==> src/rtl/heap_xfer_pkg.sv <==
package heap_xfer_pkg;

  localparam int INSTR_W = 24;
  localparam int OP_W    = 5;
  localparam int IDX_W   = 3;
  localparam int ADDR_W  = 16;
  localparam int DATA_W  = 32;

  localparam logic [OP_W-1:0] OP_LOAD_H  = 5'h13;
  localparam logic [OP_W-1:0] OP_STORE_H = 5'h14;

  typedef enum logic [3:0] {
    S_IDLE,
    S_CLR,
    S_OFS,
    S_BASE,
    S_ADD,
    S_RD,
    S_CAP,
    S_MV,
    S_WB,
    S_SRC,
    S_TOMDR,
    S_WR,
    S_DONE
  } seq_state_e;

  typedef enum logic [1:0] {
    K_LOAD,
    K_STORE,
    K_BAD
  } op_kind_e;

  // One micro-step worth of enables
  typedef struct packed {
    logic ir_le;
    logic mar_clr;
    logic mar_ofs;
    logic mar_add;
    logic buf_rf;
    logic buf_mdr;
    logic mdr_heap;
    logic mdr_buf;
    logic rf_sel_data;
    logic rf_we;
    logic heap_re;
    logic heap_we;
  } uop_t;

endpackage

==> src/rtl/heap_xfer_dec.sv <==
module heap_xfer_dec
  import heap_xfer_pkg::*;
#(
  parameter int INSTR_WIDTH = INSTR_W,
  parameter int OPC_WIDTH   = OP_W,
  parameter int IDX_WIDTH   = IDX_W,
  parameter int ADR_WIDTH   = ADDR_W,
  parameter logic [OPC_WIDTH-1:0] OPC_LOAD  = OP_LOAD_H,
  parameter logic [OPC_WIDTH-1:0] OPC_STORE = OP_STORE_H
) (
  input  logic [INSTR_WIDTH-1:0] word,
  output op_kind_e               kind,
  output logic [IDX_WIDTH-1:0]   data_idx,
  output logic [IDX_WIDTH-1:0]   base_idx,
  output logic [ADR_WIDTH-1:0]   ofs_ext
);

  localparam int OFS_WIDTH = INSTR_WIDTH - OPC_WIDTH - 2*IDX_WIDTH;
  localparam int OPC_LSB   = INSTR_WIDTH - OPC_WIDTH;
  localparam int DATA_LSB  = OPC_LSB - IDX_WIDTH;
  localparam int BASE_LSB  = DATA_LSB - IDX_WIDTH;

  logic [OPC_WIDTH-1:0] opc;
  logic [OFS_WIDTH-1:0] ofs_raw;

  assign opc      = word[INSTR_WIDTH-1:OPC_LSB];
  assign data_idx = word[OPC_LSB-1:DATA_LSB];
  assign base_idx = word[DATA_LSB-1:BASE_LSB];
  assign ofs_raw  = word[OFS_WIDTH-1:0];

  // Offset widening: zero-extend when the field is narrower than an address
  generate
    if (OFS_WIDTH < ADR_WIDTH) begin : g_ofs_pad
      assign ofs_ext = {{(ADR_WIDTH-OFS_WIDTH){1'b0}}, ofs_raw};
    end else begin : g_ofs_trunc
      assign ofs_ext = ofs_raw[ADR_WIDTH-1:0];
    end
  endgenerate

  always_comb begin
    if (opc == OPC_LOAD)       kind = K_LOAD;
    else if (opc == OPC_STORE) kind = K_STORE;
    else                       kind = K_BAD;
  end

endmodule

==> src/rtl/heap_xfer_ctrl.sv <==
module heap_xfer_ctrl
  import heap_xfer_pkg::*;
(
  input  logic     clk,
  input  logic     rst_n,
  input  logic     start,
  input  op_kind_e kind,
  output uop_t     uop,
  output logic     busy,
  output logic     done,
  output logic     err
);

  seq_state_e state_q, state_d;
  logic       err_q, err_d;

  // Next-state and micro-op decode
  always_comb begin
    state_d = state_q;
    err_d   = err_q;
    uop     = '0;
    unique case (state_q)
      S_IDLE: begin
        if (start) begin
          uop.ir_le = 1'b1;
          if (kind == K_BAD) begin
            state_d = S_DONE;
            err_d   = 1'b1;
          end else begin
            state_d = S_CLR;
            err_d   = 1'b0;
          end
        end
      end
      S_CLR: begin
        uop.mar_clr = 1'b1;
        state_d     = S_OFS;
      end
      S_OFS: begin
        uop.mar_ofs = 1'b1;
        state_d     = S_BASE;
      end
      S_BASE: begin
        uop.buf_rf = 1'b1;
        state_d    = S_ADD;
      end
      S_ADD: begin
        uop.mar_add = 1'b1;
        state_d     = (kind == K_LOAD) ? S_RD : S_SRC;
      end
      S_RD: begin
        uop.heap_re = 1'b1;
        state_d     = S_CAP;
      end
      S_CAP: begin
        uop.mdr_heap = 1'b1;
        state_d      = S_MV;
      end
      S_MV: begin
        uop.buf_mdr = 1'b1;
        state_d     = S_WB;
      end
      S_WB: begin
        uop.rf_we = 1'b1;
        state_d   = S_DONE;
      end
      S_SRC: begin
        uop.buf_rf      = 1'b1;
        uop.rf_sel_data = 1'b1;
        state_d         = S_TOMDR;
      end
      S_TOMDR: begin
        uop.mdr_buf = 1'b1;
        state_d     = S_WR;
      end
      S_WR: begin
        uop.heap_we = 1'b1;
        state_d     = S_DONE;
      end
      S_DONE: begin
        state_d = S_IDLE;
      end
      default: begin
        state_d = S_IDLE;
      end
    endcase
  end

  always_ff @(posedge clk or negedge rst_n) begin
    if (!rst_n) begin
      state_q <= S_IDLE;
      err_q   <= 1'b0;
    end else begin
      state_q <= state_d;
      err_q   <= err_d;
    end
  end

  assign busy = (state_q != S_IDLE);
  assign done = (state_q == S_DONE);
  assign err  = done & err_q;

  AST_DONE_ONE_CYCLE: assert property (@(posedge clk) disable iff (!rst_n)
    done |=> !done);
  AST_ERR_NEEDS_DONE: assert property (@(posedge clk) disable iff (!rst_n)
    err |-> done);
  AST_WB_BEFORE_DONE: assert property (@(posedge clk) disable iff (!rst_n)
    uop.rf_we |=> done);
  AST_HEAP_WR_BEFORE_DONE: assert property (@(posedge clk) disable iff (!rst_n)
    uop.heap_we |=> done);
  AST_BAD_NO_READ: assert property (@(posedge clk) disable iff (!rst_n)
    uop.heap_re |-> !err_q);

endmodule

==> src/rtl/heap_xfer_dp.sv <==
module heap_xfer_dp
  import heap_xfer_pkg::*;
#(
  parameter int INSTR_WIDTH = INSTR_W,
  parameter int IDX_WIDTH   = IDX_W,
  parameter int ADR_WIDTH   = ADDR_W,
  parameter int DAT_WIDTH   = DATA_W
) (
  input  logic                   clk,
  input  logic                   rst_n,
  input  uop_t                   uop,
  input  logic [INSTR_WIDTH-1:0] instr,
  input  logic [IDX_WIDTH-1:0]   data_idx,
  input  logic [IDX_WIDTH-1:0]   base_idx,
  input  logic [ADR_WIDTH-1:0]   ofs_ext,
  input  logic [DAT_WIDTH-1:0]   rf_rdata,
  input  logic [DAT_WIDTH-1:0]   heap_rdata,
  output logic [INSTR_WIDTH-1:0] ir,
  output logic [IDX_WIDTH-1:0]   rf_raddr,
  output logic [IDX_WIDTH-1:0]   rf_waddr,
  output logic [DAT_WIDTH-1:0]   rf_wdata,
  output logic [ADR_WIDTH-1:0]   heap_addr,
  output logic [DAT_WIDTH-1:0]   heap_wdata
);

  logic [INSTR_WIDTH-1:0] ir_q, ir_d;
  logic [ADR_WIDTH-1:0]   mar_q, mar_d;
  logic [DAT_WIDTH-1:0]   mdr_q, mdr_d;
  logic [DAT_WIDTH-1:0]   buf_q, buf_d;
  logic [ADR_WIDTH-1:0]   ea_sum;

  // Address adder: only the low address bits of the staged base take part
  assign ea_sum = mar_q + buf_q[ADR_WIDTH-1:0];

  assign rf_raddr = uop.rf_sel_data ? data_idx : base_idx;

  always_comb begin
    ir_d = ir_q;
    if (uop.ir_le) ir_d = instr;
  end

  always_comb begin
    mar_d = mar_q;
    if (uop.mar_clr)      mar_d = '0;
    else if (uop.mar_ofs) mar_d = ofs_ext;
    else if (uop.mar_add) mar_d = ea_sum;
  end

  always_comb begin
    buf_d = buf_q;
    if (uop.buf_rf)       buf_d = rf_rdata;
    else if (uop.buf_mdr) buf_d = mdr_q;
  end

  always_comb begin
    mdr_d = mdr_q;
    if (uop.mdr_heap)     mdr_d = heap_rdata;
    else if (uop.mdr_buf) mdr_d = buf_q;
  end

  always_ff @(posedge clk or negedge rst_n) begin
    if (!rst_n) begin
      ir_q  <= '0;
      mar_q <= '0;
      mdr_q <= '0;
      buf_q <= '0;
    end else begin
      ir_q  <= ir_d;
      mar_q <= mar_d;
      mdr_q <= mdr_d;
      buf_q <= buf_d;
    end
  end

  assign ir         = ir_q;
  assign rf_waddr   = data_idx;
  assign rf_wdata   = buf_q;
  assign heap_addr  = mar_q;
  assign heap_wdata = mdr_q;

  AST_MAR_HELD_AT_ACCESS: assert property (@(posedge clk) disable iff (!rst_n)
    uop.heap_re |=> $stable(mar_q));
  AST_OFS_AFTER_CLEAR: assert property (@(posedge clk) disable iff (!rst_n)
    uop.mar_clr |=> (mar_q == '0));

endmodule

==> src/rtl/heap_xfer_seq.sv <==
module heap_xfer_seq
  import heap_xfer_pkg::*;
#(
  parameter int INSTR_WIDTH = INSTR_W,
  parameter int OPC_WIDTH   = OP_W,
  parameter int IDX_WIDTH   = IDX_W,
  parameter int ADR_WIDTH   = ADDR_W,
  parameter int DAT_WIDTH   = DATA_W,
  parameter int SYNC_STAGES = 2,
  parameter logic [OPC_WIDTH-1:0] OPC_LOAD  = OP_LOAD_H,
  parameter logic [OPC_WIDTH-1:0] OPC_STORE = OP_STORE_H
) (
  input  logic                   clk,
  input  logic                   rst_n,
  input  logic                   start,
  input  logic [INSTR_WIDTH-1:0] instr,
  output logic                   done,
  output logic                   err,
  output logic [IDX_WIDTH-1:0]   rf_raddr,
  input  logic [DAT_WIDTH-1:0]   rf_rdata,
  output logic                   rf_we,
  output logic [IDX_WIDTH-1:0]   rf_waddr,
  output logic [DAT_WIDTH-1:0]   rf_wdata,
  output logic [ADR_WIDTH-1:0]   heap_addr,
  output logic                   heap_re,
  input  logic [DAT_WIDTH-1:0]   heap_rdata,
  output logic                   heap_we,
  output logic [DAT_WIDTH-1:0]   heap_wdata
);

  // Reset: asserted asynchronously, released through a flop chain
  logic [SYNC_STAGES-1:0] rst_chain_q;
  logic                   rst_int_n;

  always_ff @(posedge clk or negedge rst_n) begin
    if (!rst_n) rst_chain_q <= '0;
    else        rst_chain_q <= {rst_chain_q[SYNC_STAGES-2:0], 1'b1};
  end
  assign rst_int_n = rst_chain_q[SYNC_STAGES-1];

  uop_t                   uop;
  logic                   busy;
  op_kind_e               kind;
  logic [INSTR_WIDTH-1:0] ir_w;
  logic [INSTR_WIDTH-1:0] dec_word;
  logic [IDX_WIDTH-1:0]   data_idx;
  logic [IDX_WIDTH-1:0]   base_idx;
  logic [ADR_WIDTH-1:0]   ofs_ext;

  // While idle the incoming word is classified; afterwards the latched one
  assign dec_word = busy ? ir_w : instr;

  heap_xfer_dec #(
    .INSTR_WIDTH (INSTR_WIDTH),
    .OPC_WIDTH   (OPC_WIDTH),
    .IDX_WIDTH   (IDX_WIDTH),
    .ADR_WIDTH   (ADR_WIDTH),
    .OPC_LOAD    (OPC_LOAD),
    .OPC_STORE   (OPC_STORE)
  ) i_dec (
    .word     (dec_word),
    .kind     (kind),
    .data_idx (data_idx),
    .base_idx (base_idx),
    .ofs_ext  (ofs_ext)
  );

  heap_xfer_ctrl i_ctrl (
    .clk   (clk),
    .rst_n (rst_int_n),
    .start (start),
    .kind  (kind),
    .uop   (uop),
    .busy  (busy),
    .done  (done),
    .err   (err)
  );

  heap_xfer_dp #(
    .INSTR_WIDTH (INSTR_WIDTH),
    .IDX_WIDTH   (IDX_WIDTH),
    .ADR_WIDTH   (ADR_WIDTH),
    .DAT_WIDTH   (DAT_WIDTH)
  ) i_dp (
    .clk        (clk),
    .rst_n      (rst_int_n),
    .uop        (uop),
    .instr      (instr),
    .data_idx   (data_idx),
    .base_idx   (base_idx),
    .ofs_ext    (ofs_ext),
    .rf_rdata   (rf_rdata),
    .heap_rdata (heap_rdata),
    .ir         (ir_w),
    .rf_raddr   (rf_raddr),
    .rf_waddr   (rf_waddr),
    .rf_wdata   (rf_wdata),
    .heap_addr  (heap_addr),
    .heap_wdata (heap_wdata)
  );

  assign rf_we   = uop.rf_we;
  assign heap_re = uop.heap_re;
  assign heap_we = uop.heap_we;

  AST_BUSY_IGNORES_START: assert property (@(posedge clk) disable iff (!rst_int_n)
    (busy && start) |=> $stable(ir_w));
  AST_SINGLE_PORT_OP: assert property (@(posedge clk) disable iff (!rst_int_n)
    $countones({heap_re, heap_we, rf_we}) <= 1);

endmodule

==> config.mk <==
export PLATFORM = sky130hd
export DESIGN_NAME = heap_xfer_seq
export DESIGN_NICKNAME = d
export VERILOG_FILES = /design/src/rtl/heap_xfer_pkg.sv /design/src/rtl/heap_xfer_dec.sv /design/src/rtl/heap_xfer_ctrl.sv /design/src/rtl/heap_xfer_dp.sv /design/src/rtl/heap_xfer_seq.sv
export SDC_FILE = /design/constraint.sdc
export NUM_CORES = 1
export LEC_CHECK = 0
export BUFFER_PORTS_ARGS = -buffer_cell sky130_fd_sc_hd__buf_2
export CELL_PAD_IN_SITES_DETAIL_PLACEMENT = 0
export CELL_PAD_IN_SITES_GLOBAL_PLACEMENT = 1
export CORE_ASPECT_RATIO = 1.75
export CORE_MARGIN = 2
export CORE_UTILIZATION = 39
export CTS_CLUSTER_SIZE = 25
export DETAILED_ROUTE_END_ITERATION = 10
export MAX_ROUTING_LAYER = met4
export PLACE_DENSITY_LB_ADDON = 0.15
export SLEW_MARGIN = 20
export SYNTH_ARGS = -nofsm -noshare
export SYNTH_HDL_FRONTEND = slang
export SYNTH_SLANG_ARGS = --single-unit
==> constraint.sdc <==
create_clock -name clk -period 4.3 [get_ports clk]
set_input_delay 0.215 -clock clk [delete_from_list [all_inputs] [get_ports clk]]
set_output_delay 0.215 -clock clk [all_outputs]
set_load 0.01 [all_outputs]
==> results_dict.tcl <==
set metrics [dict create \
    cp-end-kind "flop" \
    grt_util_all_layers_pct 22.0 \
    fillCellCount 1414 \
    synth_edf_count 0 \
    clk_root_buffer_cell "clkbuf_16" \
    grt_pass1_vias 4993 \
    hold_class "in -> reg" \
    insertion_delay_ns 0.34 \
    crit_path_cell_trace "nand2b_1 > nor2_4 > buf_4 > mux2i_1 > o21ai_0" \
    final_util_pct 49.5 \
    worstMarginPinSlew_ns 1.01 \
    num_rows 58 \
    crit_slowest_cell "nor2_4" \
    via_count 4947 \
    synth_seq_cells 111 \
    initial_core_util_pct 39.8 \
    post_cts_resized 0 \
    ys_top_cells_by_area "dfrtp_1, nand2_1, mux2i_1" \
    drt_iter0_drc 198 \
    syn_to_final_growth_pct 24.5 \
    seq_area_frac_synth_pct 48.9 \
    synth.top_cell.area_share_pct 48.9 \
    clk_path_buf_depth 2 \
    synth_cell_type_count 64 \
    antenna_found_initial 3 \
    ys_async_sr_fraction_pct 100 \
    first_pass_iters 4 \
    clk_pin_slew_ns 0.08 \
    fmax_ghz 0.384 \
    setup_viol 0 \
    core_um2 14300 \
    cpPeakStageDelay_ns 0.83 \
    ir_drop_uv 261 \
    fin_setup_tns_ns 0 \
    drc 0 \
    wl_um 16600 \
    p_per_area_nw_per_um2 802 \
    htreeDepth 3 \
    drv_slew 0 \
    place_congestion 0.829 \
    fin_hold_ws_ns 0.0703 \
    finalNetCount 842 \
    io_buffers 181 \
    path_class "reg -> reg" \
    cts_tree "yes" \
    dieWidth_um 95.3 \
    synth_fp_nets 672 \
    rsz0062_at_grt "no" \
    synth_top_area_cell "dfrtp_1" \
    final_antenna_net_count 0 \
    drv_cap 0 \
    die-area_um2 15600 \
    synth_ff_type "dfrtp_1" \
    grt_max_degree 80 \
    cts.sinks 111 \
    dp_hpwl_um 12000 \
    arrival_ns 2.84 \
    grt_overflow_total 0 \
    synthCells 565 \
    wl_per_cell_um 18.0 \
    yosys_warnings 0 \
    cts_made_buffers 9 \
    required_ns 4.53 \
    finalHoldViolations 0 \
    syn-cell-area_um2 5680 \
    skew_ns 0.00924 \
    power_leakage_nw 3.41 \
    io-pin-count 182 \
    crit_path_start_kind "flop" \
    period_minus_slack_ns 2.61 \
    crit_fanout 25 \
    grt_pass1_wl_um 25800 \
    routed_via_density 5.37 \
    layout-drive-gt1-share_pct 33.2 \
    min_period_over_period_pct 60.6 \
    outcome "finished clean" \
    syn_avg_cell_area_um2 10.1 \
    slew_headroom_pct 32.2 \
    die_height_um 164 \
]
per-stage QoR:
step	std cells	area, um^2	worst slack [ns]	power [mW]
4_1_cts	918	7040	1.68	5.74
3_3_place_gp	902	6740	1.78	4.79
3_5_place_dp	902	6740	1.68	4.87
6_report	922	7080	1.69	5.68
2_1_floorplan	565	5680	0.979	3.88
5_1_grt	922	7080	1.52	6.15
kinds of logic (layout without fill, tap and decap cells):
group                    Yosys count  in the layout  synth area share (%)
AO/OA/AOI/OAI                    147            147                  17.4
XOR/XNOR                          11             11                  1.69
adder cells (fa/ha/maj)           16             16                  3.65
buffers and inverters             37            211                  3.19
flip-flops                       111            111                  48.9
multiplexers                      57             57                  10.6
other                              1              4                0.0660
AND/OR/NAND/NOR                  185            185                  14.6
layout by cell type, fill, tap and decap left out, types with 3 or more instances in the layout:
master,instances
a21o_1,10
a21oi_1,16
a22oi_1,40
buf_2,181
buf_4,7
clkbuf_16,9
dfrtp_1,110
diode_2,3
ha_1,15
inv_1,6
mux2_2,24
mux2i_1,33
nand2_1,122
nand2b_1,6
nor2_1,16
nor3_1,11
o211ai_1,3
o21ai_0,36
o21ai_1,13
o22ai_1,3
xnor2_1,7
xor2_1,4
report_power, final:
part	internal [mW]	total (mW)	switching [mW]
clock	0.456	0.850	0.394
combinational	1.20	2.76	1.55
sequential	1.56	2.07	0.515
total	3.21	5.68	2.46
flip-flops by register name, summed over array words and instances (netlist names):
name / count
i_dp.heap_wdata: 32
i_dp.rf_wdata: 32
i_dp.ir: 24
i_dp.heap_addr: 16
i_ctrl.state_q: 4
rst_chain_q: 2
i_ctrl.err_q: 1
per-layer routing:
metal / up-vias / GRT usage [%] / part of all wire (%)
met5: - / - / 0
met4: 0 / 10.0 / 3.4
met3: 31 / 3.26 / 4.9
li1: 2367 / - / -
met2: 147 / 38.4 / 53
met1: 2402 / 24.3 / 39
cells in the mapped netlist, types with 3 or more instances:
cell type,instances
a21o_1,10
a21oi_1,16
a22oi_1,40
buf_2,7
buf_4,5
clkbuf_1,15
dfrtp_1,111
ha_1,15
inv_1,6
mux2_2,24
mux2i_1,33
nand2_1,122
nand2b_1,6
nor2_1,20
nor3_1,11
o211ai_1,3
o21ai_0,36
o21ai_1,13
o22ai_1,3
xnor2_1,7
xor2_1,4
worst max-delay path, delay by kind of cell (launching register included):
kind | cells | cell delay [ns]
mux | 1 | 0.21
simple gates | 2 | 1.13
flops | 1 | 0.71
compound gates | 1 | 0.09
buf+inv | 1 | 0.35
cell type report:
cell class | count | area [um^2] | area share (%)
Sequential cell | 111 | 2780 | 39.3
Timing Repair Buffer | 190 | 996 | 14.1
Clock buffer | 10 | 229 | 3.23
Multi-Input combinational cell | 417 | 2750 | 38.9
Tap cell | 180 | 225 | 3.18
Inverter | 6 | 22.5 | 0.318
Antenna cell | 3 | 7.51 | 0.106
Clock inverter | 5 | 65.1 | 0.919
path summary, 6_finish.rpt:
kind,start,cells past startpoint,endpoint,slack [ns]
hold / removal,heap_rdata[18],3,i_dp.heap_wdata[18]$_DFFE_PN0P_,0.07
hold reg to reg,rst_chain_q[1]$_DFF_PN0_,0,i_dp.heap_wdata[2]$_DFFE_PN0P_,0.28
min in group asynchronous,rst_n,2,rst_chain_q[1]$_DFF_PN0_,0.18
setup reg to reg,i_ctrl.state_q[1]$_DFFE_PN0P_,5,i_dp.heap_wdata[16]$_DFFE_PN0P_,1.69
max in group asynchronous,rst_chain_q[1]$_DFF_PN0_,1,i_dp.heap_wdata[0]$_DFFE_PN0P_,3.21
setup / recovery,i_ctrl.state_q[1]$_DFFE_PN0P_,5,i_dp.heap_wdata[16]$_DFFE_PN0P_,1.69
what timing repair did:
| action | 4_1_cts | 5_1_grt |
|---|---|---|
| endpoints found under the hold margin | 2 | 0 |
| hold buffers | 1 | 0 |
| buffers inserted | 0 | 0 |
| endpoints found under the setup margin | 0 | 0 |
Note: power is estimated with default switching activity, not from simulation.
